### src/rtl/qdec_pkg.sv
package qdec_pkg;
    typedef enum logic {
        QD_MODE_AB = 1'b0,
        QD_MODE_CD = 1'b1
    } qd_mode_e;

    // encoded as {A,B}
    typedef enum logic [1:0] {
        PH_00 = 2'b00,
        PH_01 = 2'b01,
        PH_10 = 2'b10,
        PH_11 = 2'b11
    } qd_phase_e;

    typedef enum logic {
        FS_STEADY = 1'b0,
        FS_SETTLE = 1'b1
    } flt_state_e;
endpackage

### src/rtl/qdec_glitch_filter.sv
module qdec_glitch_filter
    import qdec_pkg::*;
#(
    parameter int FLT_W = 4
) (
    input  logic             clk_i,
    input  logic             rst_ni,
    input  logic             raw_i,
    input  logic             inv_i,
    input  logic [FLT_W-1:0] len_i,
    output logic             lvl_o
);
    flt_state_e       state_q, state_d;
    logic [FLT_W-1:0] cnt_q;
    logic [FLT_W:0]   cnt_nx;
    logic             in_pol, diff, upd;

    assign in_pol = raw_i ^ inv_i;
    assign diff   = (in_pol != lvl_o);
    assign cnt_nx = {1'b0, cnt_q} + 1'b1;

    always_comb begin
        state_d = state_q;
        upd     = 1'b0;
        unique case (state_q)
            FS_STEADY: begin
                if (diff) begin
                    if (len_i <= FLT_W'(1)) upd = 1'b1;
                    else                    state_d = FS_SETTLE;
                end
            end
            FS_SETTLE: begin
                if (!diff) begin
                    state_d = FS_STEADY;
                end else if (cnt_nx >= {1'b0, len_i}) begin
                    upd     = 1'b1;
                    state_d = FS_STEADY;
                end
            end
            default: state_d = FS_STEADY;
        endcase
    end

    always_ff @(posedge clk_i or negedge rst_ni) begin
        if (!rst_ni) state_q <= FS_STEADY;
        else         state_q <= state_d;
    end

    always_ff @(posedge clk_i or negedge rst_ni) begin
        if (!rst_ni) begin
            lvl_o <= 1'b0;
            cnt_q <= '0;
        end else begin
            if (upd) lvl_o <= in_pol;
            if (state_d == FS_SETTLE)
                cnt_q <= (state_q == FS_SETTLE) ? cnt_nx[FLT_W-1:0] : FLT_W'(1);
            else
                cnt_q <= '0;
        end
    end

    // the filtered level only ever moves to a level seen at the input
    a_r2_follows_input: assert property (@(posedge clk_i) disable iff (!rst_ni)
        !$stable(lvl_o) |-> (lvl_o == $past(in_pol)));

    // zero length passes any difference on the next edge
    a_r3_bypass: assert property (@(posedge clk_i) disable iff (!rst_ni)
        (len_i == '0 && diff) |=> (lvl_o == $past(in_pol)));
endmodule

### src/rtl/qdec_decode.sv
module qdec_decode
    import qdec_pkg::*;
(
    input  logic clk_i,
    input  logic rst_ni,
    input  logic mode_i,
    input  logic a_i,
    input  logic b_i,
    output logic step_o,
    output logic up_o
);
    qd_phase_e prv_q, cur;
    logic      fwd, rev, step_d, up_d, prv_a, prv_b;

    assign cur   = qd_phase_e'({a_i, b_i});
    assign prv_a = prv_q[1];
    assign prv_b = prv_q[0];

    // forward order 00 -> 10 -> 11 -> 01 -> 00 (A leads B)
    always_comb begin
        fwd = 1'b0;
        rev = 1'b0;
        unique case (prv_q)
            PH_00: begin fwd = (cur == PH_10); rev = (cur == PH_01); end
            PH_10: begin fwd = (cur == PH_11); rev = (cur == PH_00); end
            PH_11: begin fwd = (cur == PH_01); rev = (cur == PH_10); end
            PH_01: begin fwd = (cur == PH_00); rev = (cur == PH_11); end
            default: ;
        endcase
    end

    always_comb begin
        unique case (qd_mode_e'(mode_i))
            QD_MODE_AB: begin
                step_d = fwd | rev;
                up_d   = fwd;
            end
            QD_MODE_CD: begin
                step_d = !prv_a && a_i;
                up_d   = b_i;
            end
            default: begin
                step_d = 1'b0;
                up_d   = 1'b0;
            end
        endcase
    end

    always_ff @(posedge clk_i or negedge rst_ni) begin
        if (!rst_ni) prv_q <= PH_00;
        else         prv_q <= cur;
    end

    always_ff @(posedge clk_i or negedge rst_ni) begin
        if (!rst_ni) begin
            step_o <= 1'b0;
            up_o   <= 1'b0;
        end else begin
            step_o <= step_d;
            if (step_d) up_o <= up_d;
        end
    end

    // a diagonal jump in A/B mode never yields a count
    a_r7_no_jump_count: assert property (@(posedge clk_i) disable iff (!rst_ni)
        (mode_i == QD_MODE_AB && a_i != prv_a && b_i != prv_b) |=> !step_o);

    // a falling A edge in count/direction mode is silent
    a_r8_fall_silent: assert property (@(posedge clk_i) disable iff (!rst_ni)
        (mode_i == QD_MODE_CD && prv_a && !a_i) |=> !step_o);
endmodule

### src/rtl/qdec_position.sv
module qdec_position #(
    parameter int CNT_W = 16
) (
    input  logic             clk_i,
    input  logic             rst_ni,
    input  logic             step_i,
    input  logic             up_i,
    input  logic [CNT_W-1:0] mod_i,
    output logic [CNT_W-1:0] pos_o,
    output logic             wrap_o,
    output logic             wrap_up_o
);
    always_ff @(posedge clk_i or negedge rst_ni) begin
        if (!rst_ni) begin
            pos_o     <= '0;
            wrap_o    <= 1'b0;
            wrap_up_o <= 1'b0;
        end else begin
            wrap_o <= 1'b0;
            if (step_i) begin
                if (up_i) begin
                    if (pos_o >= mod_i) begin
                        pos_o     <= '0;
                        wrap_o    <= 1'b1;
                        wrap_up_o <= 1'b1;
                    end else begin
                        pos_o <= pos_o + CNT_W'(1);
                    end
                end else begin
                    if (pos_o == '0) begin
                        pos_o     <= mod_i;
                        wrap_o    <= 1'b1;
                        wrap_up_o <= 1'b0;
                    end else begin
                        pos_o <= pos_o - CNT_W'(1);
                    end
                end
            end
        end
    end

    a_r1_wrap_needs_step: assert property (@(posedge clk_i) disable iff (!rst_ni)
        wrap_o |-> $past(step_i));
    a_r5_up_step: assert property (@(posedge clk_i) disable iff (!rst_ni)
        (step_i && up_i && pos_o < mod_i) |=> (pos_o == $past(pos_o) + CNT_W'(1)));
    a_r6_down_step: assert property (@(posedge clk_i) disable iff (!rst_ni)
        (step_i && !up_i && pos_o != '0) |=> (pos_o == $past(pos_o) - CNT_W'(1)));
    a_r9_wrap_up: assert property (@(posedge clk_i) disable iff (!rst_ni)
        (step_i && up_i && pos_o >= mod_i) |=> (pos_o == '0 && wrap_o && wrap_up_o));
    a_r10_wrap_down: assert property (@(posedge clk_i) disable iff (!rst_ni)
        (step_i && !up_i && pos_o == '0) |=> (pos_o == $past(mod_i) && wrap_o && !wrap_up_o));
endmodule

### src/rtl/quad_decoder.sv
module quad_decoder
    import qdec_pkg::*;
#(
    parameter int CNT_W = 16,
    parameter int FLT_W = 4
) (
    input  logic             clk_i,
    input  logic             rst_ni,
    input  logic             mode_i,
    input  logic             inv_a_i,
    input  logic             inv_b_i,
    input  logic [FLT_W-1:0] flt_a_i,
    input  logic [FLT_W-1:0] flt_b_i,
    input  logic [CNT_W-1:0] modulo_i,
    input  logic             pha_i,
    input  logic             phb_i,
    output logic             cnt_en_o,
    output logic             cnt_up_o,
    output logic [CNT_W-1:0] pos_o,
    output logic             wrap_o,
    output logic             wrap_up_o
);
    localparam int NPH = 2;

    logic             raw_v [NPH];
    logic             inv_v [NPH];
    logic [FLT_W-1:0] len_v [NPH];
    logic             lvl_v [NPH];

    assign raw_v[0] = pha_i;
    assign raw_v[1] = phb_i;
    assign inv_v[0] = inv_a_i;
    assign inv_v[1] = inv_b_i;
    assign len_v[0] = flt_a_i;
    assign len_v[1] = flt_b_i;

    for (genvar g = 0; g < NPH; g++) begin : g_phase
        qdec_glitch_filter #(.FLT_W(FLT_W)) u_flt (
            .clk_i (clk_i),
            .rst_ni(rst_ni),
            .raw_i (raw_v[g]),
            .inv_i (inv_v[g]),
            .len_i (len_v[g]),
            .lvl_o (lvl_v[g])
        );
    end

    qdec_decode u_dec (
        .clk_i (clk_i),
        .rst_ni(rst_ni),
        .mode_i(mode_i),
        .a_i   (lvl_v[0]),
        .b_i   (lvl_v[1]),
        .step_o(cnt_en_o),
        .up_o  (cnt_up_o)
    );

    qdec_position #(.CNT_W(CNT_W)) u_pos (
        .clk_i    (clk_i),
        .rst_ni   (rst_ni),
        .step_i   (cnt_en_o),
        .up_i     (cnt_up_o),
        .mod_i    (modulo_i),
        .pos_o    (pos_o),
        .wrap_o   (wrap_o),
        .wrap_up_o(wrap_up_o)
    );
endmodule

### config.mk
export PLATFORM = sky130hd
export DESIGN_NAME = quad_decoder
export DESIGN_NICKNAME = d
export VERILOG_FILES = /design/src/rtl/qdec_pkg.sv /design/src/rtl/qdec_glitch_filter.sv /design/src/rtl/qdec_decode.sv /design/src/rtl/qdec_position.sv /design/src/rtl/quad_decoder.sv
export SDC_FILE = /design/constraint.sdc
export NUM_CORES = 1
export LEC_CHECK = 0
export ABC_AREA = 0
export BUFFER_PORTS_ARGS = -buffer_cell sky130_fd_sc_hd__buf_2
export CAP_MARGIN = 15
export CORE_MARGIN = 2
export CORE_UTILIZATION = 50
export DETAILED_ROUTE_END_ITERATION = 7
export PLACE_DENSITY = 0.84
export SYNTH_ARGS = -nofsm -noshare
export SYNTH_HDL_FRONTEND = slang
export SYNTH_SLANG_ARGS = --single-unit
### constraint.sdc
create_clock -name clk_i -period 3.4 [get_ports clk_i]
set_clock_uncertainty 0.05 [all_clocks]
set_input_delay 0.34 -clock clk_i [delete_from_list [all_inputs] [get_ports clk_i]]
set_output_delay 0.34 -clock clk_i [all_outputs]
set_load 0.03 [all_outputs]
==> results of run 1 <==
-- metrics by stage --
stage	std cells	hold slack (ns)	power (uW)	setup WS [ns]	area, sq um
after floorplan	363	-0.005591	2112	0.8840	2934
after global placement	467	0.4026	2435	0.8490	3201
final	474	0.08635	2900	0.6530	3313
after detailed placement	467	0.4100	2506	0.7678	3201
after global routing	474	0.1455	3137	0.5567	3313
after CTS	474	0.09400	2898	0.7267	3313
-- cell usage in the layout (no fill, tap or decap), types with 6 or more instances in the layout --
cell type and instances:
buf_2 50, clkbuf_8 6, o21ai_0 18, a31oi_1 7
nand4_1 7, xnor2_1 12, ha_1 29, o211ai_1 10
nand3_1 11, nor2_1 27, a21oi_1 23, nor2b_1 6
xor2_1 11, nand2_1 36, nor3_1 6, inv_1 37
dfrtp_1 34
-- how the worst min path moves through the flow --
stage	slack (ns)	cells after the start	from	end
floorplan	-0.006	0	rst_ni	g_phase[0].u_flt.cnt_q[0]
global placement	0.40	1	rst_ni	g_phase[1].u_flt.state_q
detailed placement	0.41	1	rst_ni	g_phase[1].u_flt.state_q
CTS	0.09	1	rst_ni	u_dec.prv_q[1]
global route	0.15	1	rst_ni	g_phase[1].u_flt.lvl_o
finish	0.09	1	rst_ni	u_pos.wrap_up_o
-- cell families (layout without fill, tap and decap cells) --
| logic type | Yosys count | count (layout) | share of synthesized area [%] |
|---|---|---|---|
| muxes | 3 | 3 | 1.109 |
| DFF | 34 | 34 | 29.00 |
| adders and majority gates | 29 | 29 | 12.37 |
| and+or+nand+nor | 128 | 128 | 23.41 |
| AOI/OAI and AO/OA | 87 | 87 | 18.98 |
| buffers and inverters | 59 | 98 | 8.272 |
| xor gates and xnor gates | 23 | 23 | 6.866 |
-- state kept, by name, indices dropped and copies added, names as in the netlist --
register / count
u_dec.up_o: 1
u_dec.step_o: 1
g_phase.u_flt.state_q: 2
g_phase.u_flt.cnt_q: 8
g_phase.u_flt.lvl_o: 2
u_pos.pos_o: 16
u_pos.wrap_up_o: 1
u_dec.prv_q: 2
u_pos.wrap_o: 1
-- worst register-to-register path, stage by stage (launching register included) --
cell and delay, ns:
dfrtp_1 0.47, inv_1 0.12, ha_1 0.28, nand2b_1 0.14
a2111o_1 0.40, a31oi_1 0.24, and2_1 0.41, nand2_1 0.15
o311ai_0 0.37
-- area by class of cell --
type,count,area [sq um],area share [%]
well taps,72,90.09,2.719
inverters,37,138.9,4.192
clock buffers,6,82.58,2.492
clock inverters,1,30.03,0.9063
flip-flops and latches,34,850.8,25.68
repair buffers,54,280.3,8.459
multi-input cells,270,1841,55.55
-- per-layer routing --
layer	up-vias	wire, um
li1	1356	-
met1	1300	3127
met2	109	3504
met3	12	486
met4	0	82
met5	-	0
-- cell usage after synthesis, drive strengths merged (2+ instances only) --
| cell | n |
|---|---|
| and2 | 4 |
| nor4b | 2 |
| clkbuf | 15 |
| nor2 | 27 |
| buf | 7 |
| or3 | 5 |
| o211ai | 10 |
| a211o | 5 |
| a21o | 5 |
| xnor2 | 12 |
| ha | 29 |
| nand2 | 36 |
| or4 | 4 |
| nor4 | 7 |
| a22oi | 3 |
| nor2b | 6 |
| o31ai | 5 |
| or2 | 2 |
| and3 | 3 |
| a21oi | 23 |
| nand2b | 4 |
| nand3 | 11 |
| dfrtp | 34 |
| inv | 37 |
| o311ai | 2 |
| nor3 | 6 |
| and4 | 2 |
| o21ai | 19 |
| a31oi | 7 |
| nand4 | 7 |
| xor2 | 11 |
| mux2 | 2 |
-- power breakdown --
| group | internal, uW | leakage [uW] | switching (uW) |
|---|---|---|---|
| Sequential | 562 | 0.000429 | 365 |
| Combinational | 653 | 0.00116 | 936 |
| Clock | 234 | 0.0000573 | 149 |
| Total | 1450 | 0.00165 | 1450 |
==> metrics.md, run 1 <==
| Metric | Value |
|---|---|
| Clock slew at reported path FFs | 0.07 ns |
| Synth top area cells | dfrtp_1 (29%), ha_1 (12%), inv_1 (4.7%) |
| Leak Pwr | 0.001649 uW |
| Req. time, crit path | 3.52 ns |
| Finish-stage setup viols | 0 |
| Fmax | 364.0 MHz |
| Largest net degree at the start of global routing | 35 |
| I/O Pins | 51 |
| Synth unique cells | 49 |
| Mean Syn Cell Area | 8.083 sq um |
| Die area | 6497 sq um |
| CP peak stage delay | 0.47 ns |
| Grt met1 use | 28.39% |
| Internal reg-to-reg setup slack | 0.65 ns |
| Number of synthesized flops with an enable pin | 0 |
| Core Rows | 27 |
| Crit path capture type | flip-flop |
| VDD IR max | 570.5 uV |
| Number of max-cap violations | 0 |
| Die W | 80.61 um |
| Synthesis warning total | 0 |
| CTS Root Cell | clkbuf_8 |
| Fillers | 512 |
| Iteration-0 DRC Markers | 210 |
| CP startpoint kind | flip-flop |
| CTS tree | built |
| Area growth, synth to finish | 12.92% |
| Synth area leader | dfrtp_1 |
| Share of synthesized flip-flops with an asynchronous set or reset | 100.0% |
| Synth Instances | 363 |
| Reg2reg path depth | 8 |
| Critical path type | reg2reg |
| Post-CTS setup buffers | 0 |
| Clk_lat worst skew | 0.29 ns |
| Via count | 2777 |
| WP depth | 8 |
| DRC | 0 |
| Worst slew pin tran | 0.7971 ns |
| Min cycle time layout | 2.747 ns |
| Clk buf depth | 2 |
| Layout Utilization | 59.44% |
| # port buffers | 50 |
| Most used DFF post-synth | dfrtp_1 |
| Worst r2r src | u_pos.pos_o[0] |
| Data arrival, critical path | 2.87 ns |
| Gp weighted congestion | 0.9037 |
| Drt pass-1 iters | 7 |
| Slew Limit Headroom | 46.86% |
| Post-synth top area share | 29.00% |
| Critical Path Sink | u_pos.pos_o[11] |
| Diode count | 0 |
| Slew Limit Fails | 0 |
| Cell family with most CP delay | compound AO/OA/AOI/OAI gates |
| Slowest cell on crit path | dfrtp_1 |
| First-pass GRT wire length | 11870 um |
| CTS H-tree lvls | 2 |
| Layout cells sized above 1 | 17.91% |
| Worst setup startpoint | u_pos.pos_o[0] |
| Core footprint | 5574 sq um |
| Synthesized area | 2934 sq um |
| Synth Register Bits | 34 |
| Grt met2 use | 40.25% |
| Status | finished clean |
| WP buf/inv | 1 |
| Dpl hpwl | 5416 um |
| Final worst path period share | 80.79% |
| DRT antenna net count | 0 |
| Antenna violations before repair | 0 |
| Hold Path Class | in2async |
| CTS resizes | 0 |
| Clk sink count | 34 |
| Seq/Total Area, Yosys | 29.00% |
| Vias in the first global route | 2667 |
| Top Usage Layer GRT | met2 |
| Endpoints failing hold | 0 |
| Global route total overflow | 0 |
| Routed vias/inst | 5.859 |
| Post-Route WL | 7200 um |
| Pwr dens | 875.3 nW/um^2 |
| Final TNS setup | 0 ns |
| RSZ-0062 raised after global routing | false |
| M3 GR Usage | 6.742% |
| Gr usage total | 23.52% |
| TritonCTS buffer count | 5 |
| Hold Buf Count CTS | 0 |
| Die height | 80.61 um |
| Worst-path cell chain | inv_1 > ha_1 > nand2b_1 > a2111o_1 > a31oi_1 > and2_1 > nand2_1 > o311ai_0 |
| Starting Density | 52.64% |
| Wire per inst | 15.19 um |
| CP Max Fanout | 11 |
| Reg-to-reg endpoint | u_pos.pos_o[11] |
| Nets | 462 |
| Net Count, Synth | 423 |
Note: power is estimated with default switching activity, not from simulation.
==> run 2, diff against run 1 <==
==> constraint.sdc (replaced) <==
create_clock -name clk_i -period 2.6 [get_ports clk_i]
set_clock_uncertainty 0.05 [all_clocks]
set_input_delay 0.26 -clock clk_i [delete_from_list [all_inputs] [get_ports clk_i]]
set_output_delay 0.26 -clock clk_i [all_outputs]
set_load 0.03 [all_outputs]
==> run 2 against run 1 <==
Effect of this change:
- non-clock buffer count rose by 12
- critical path type unchanged
- global-route usage rose by 0.89 points
- setup slack got worse by 0.53 ns
- highest routed layer unchanged
==> metrics.md, run 2 (synthesis results as in run 1) <==
| Metric | Value |
|---|---|
| First-pass GRT wire length | 12340 um (was 11870 um) |
| Drt pass-1 iters | 5 (was 7) |
| Final TNS setup | 0 ns (unchanged) |
| Max reg flops | 16 (unchanged) |
| Vias in the first global route | 2661 (was 2667) |
| Top reg by flops | u_pos.pos_o (unchanged) |
| CP startpoint kind | flip-flop (unchanged) |
| Post-layout worst setup margin | 0.1219 ns (was 0.6530 ns) |
| Routed vias/inst | 5.768 (was 5.859) |
| Clk sink count | 34 (unchanged) |
| Core Rows | 27 (unchanged) |
| Reg2reg path depth | 8 (unchanged) |
| Leak Pwr | 0.001700 uW (was 0.001649 uW) |
| Wire per inst | 15.11 um (was 15.19 um) |
| Data arrival, critical path | 2.59 ns (was 2.87 ns) |
| Post-Route WL | 7361 um (was 7200 um) |
| Reg-to-reg endpoint | u_pos.pos_o[14] (was u_pos.pos_o[11]) |
| Crit path capture type | flip-flop (unchanged) |
| Worst-path cell chain | ha_1 > nand2_1 > nor4_1 > a31oi_1 > nand2_1 > buf_4 > o22ai_1 > or3_1 (was inv_1 > ha_1 > nand2b_1 > a2111o_1 > a31oi_1 > and2_1 > nand2_1 > o311ai_0) |
| Global route total overflow | 0 (unchanged) |
| Area occupied by multi-input gates | 1842 sq um (was 1841 sq um) |
| Number of max-cap violations | 0 (unchanged) |
| CTS H-tree lvls | 2 (unchanged) |
| Clk_lat worst skew | 0.29 ns (about the same) |
| # port buffers | 50 (unchanged) |
| Reg area | 850.8 sq um (unchanged) |
| Dpl hpwl | 5569 um (was 5416 um) |
| Slew Limit Headroom | 29.97% (was 46.86%) |
| Pwr Total | 3857 uW (was 2900 uW) |
| CP peak stage delay | 0.47 ns (about the same) |
| Largest registers | u_pos.pos_o (16), g_phase.u_flt.cnt_q (8) (unchanged) |
| Hold Path Class | in2async (unchanged) |
| CTS Root Cell | clkbuf_8 (unchanged) |
| DRT antenna net count | 0 (unchanged) |
| Worst r2r src | u_pos.pos_o[15] (was u_pos.pos_o[0]) |
| TritonCTS buffer count | 5 (unchanged) |
| Gr usage total | 24.41% (was 23.52%) |
| CP Max Fanout | 7 (was 11) |
| Slowest cell on crit path | dfrtp_1 (unchanged) |
| Critical path type | reg2reg (unchanged) |
| VDD IR max | 785.0 uV (was 570.5 uV) |
| Die W | 80.61 um (unchanged) |
| Pwr dens | 1140 nW/um^2 (was 875.3 nW/um^2) |
| Internal reg-to-reg setup slack | 0.12 ns (was 0.65 ns) |
| Layout Utilization | 60.70% (was 59.44%) |
| Fillers | 505 (was 512) |
| Fmax | 403.5 MHz (was 364.0 MHz) |
| Iteration-0 DRC Markers | 240 (was 210) |
| Crit-path most repeated cell | nand2_1 |
| Layout cells sized above 1 | 20.48% (was 17.91%) |
| Commonest non-fill, non-tap cell in the layout | buf_2 (unchanged) |
| Die height | 80.61 um (unchanged) |
| Via count | 2809 (was 2777) |
| Slew Limit Fails | 0 (unchanged) |
| Endpoints failing hold | 0 (unchanged) |
| Clock slew at reported path FFs | 0.07 ns (about the same) |
| Req. time, crit path | 2.72 ns (was 3.52 ns) |
| Clk buf depth | 2 (unchanged) |
| Antenna violations before repair | 0 (unchanged) |
| Pre-CTS setup slack | 0.1567 ns (was 0.7678 ns) |
| DRC | 0 (unchanged) |
| Starting Density | 52.64% (unchanged) |
| Most frequent cells in the layout | buf_2 (50), inv_1 (37), nand2_1 (36) (unchanged) |
| CTS tree | built (unchanged) |
| Largest net degree at the start of global routing | 35 (unchanged) |
| Min cycle time layout | 2.478 ns (was 2.747 ns) |
| RSZ-0062 raised after global routing | false (unchanged) |
| Die area | 6497 sq um (unchanged) |
| Diode count | 0 (unchanged) |
| Gp weighted congestion | 0.8621 (was 0.9037) |
| Nets | 474 (was 462) |
| Area growth, synth to finish | 15.31% (was 12.92%) |
| Worst Hold Slack | 0.004379 ns (was 0.08635 ns) |
| Core footprint | 5574 sq um (unchanged) |
| Status | finished clean (unchanged) |
| I/O Pins | 51 (unchanged) |
| Worst slew pin tran | 1.047 ns (was 0.7971 ns) |
| Final worst path period share | 95.31% (was 80.79%) |
| Finish-stage setup viols | 0 (unchanged) |
-- run 2: cell count changes in the layout (fill, tap and decap cells not counted) --
cell       previous run  this run
and2_1                4         3
and2_2                0         1
buf_4                 4        16
bufinv_16             1         0
clkbuf_1              0         1
clkinv_2              0         1
-- run 2: critical path: cells and delay by family, from the launching register on --
family,cells,cell delay (ns)
fa+ha+maj,1,0.34
simple gates,4,1.03
compound gates,2,0.28
buf+inv,1,0.17
flops,1,0.47
-- run 2: layout make-up --
class                           instances  share of cell area (%)
Clock buffer                            7                   2.552
Clock inverter                          1                  0.1479
Inverter                               37                   4.105
Multi-Input combinational cell        270                   54.44
Sequential cell                        34                   25.15
Tap cell                               72                   2.663
Timing Repair Buffer                   66                   10.95
-- run 2: layer usage --
layer	global-route usage, %	wire [um]	vias up
met1	30.82	3193	1341
met2	42.17	3700	85
met3	4.831	403	8
met5	0	0	-
met4	6.949	63	0
li1	-	-	1375
-- run 2: worst max path at each step --
| stage | start | to | slack [ns] |
|---|---|---|---|
| 3_3_place_gp | u_pos.pos_o[1] | u_pos.pos_o[14] | 0.25 |
| 2_1_floorplan | u_pos.pos_o[0] | u_pos.pos_o[0] | 0.08 |
| 4_1_cts | u_pos.pos_o[15] | u_pos.pos_o[14] | 0.14 |
| 6_report | u_pos.pos_o[15] | u_pos.pos_o[14] | 0.12 |
| 5_1_grt | u_pos.pos_o[0] | u_pos.pos_o[11] | 0.01 |
| 3_5_place_dp | u_pos.pos_o[15] | u_pos.pos_o[14] | 0.16 |
-- run 2: stage by stage --
stage                     area, sq um  instances
final                            3383        487
after CTS                        3382        487
after global placement           3291        479
after global routing             3383        487
after floorplan                  2934        363
after detailed placement         3291        479
-- run 2: report_power, final --
| group | leakage, uW | switching, uW | total (uW) | internal [uW] |
|---|---|---|---|---|
| clock | 0.0000482 | 204 | 418 | 214 |
| sequential | 0.000429 | 282 | 1020 | 739 |
| combinational | 0.00122 | 1450 | 2420 | 966 |
-- run 2: timing repair --
item,4_1_cts,5_1_grt
gates resized for setup,0,1
hold endpoints to repair,0,0
endpoints found under the setup margin,0,1
hold buffers,0,0
buffers inserted,0,0
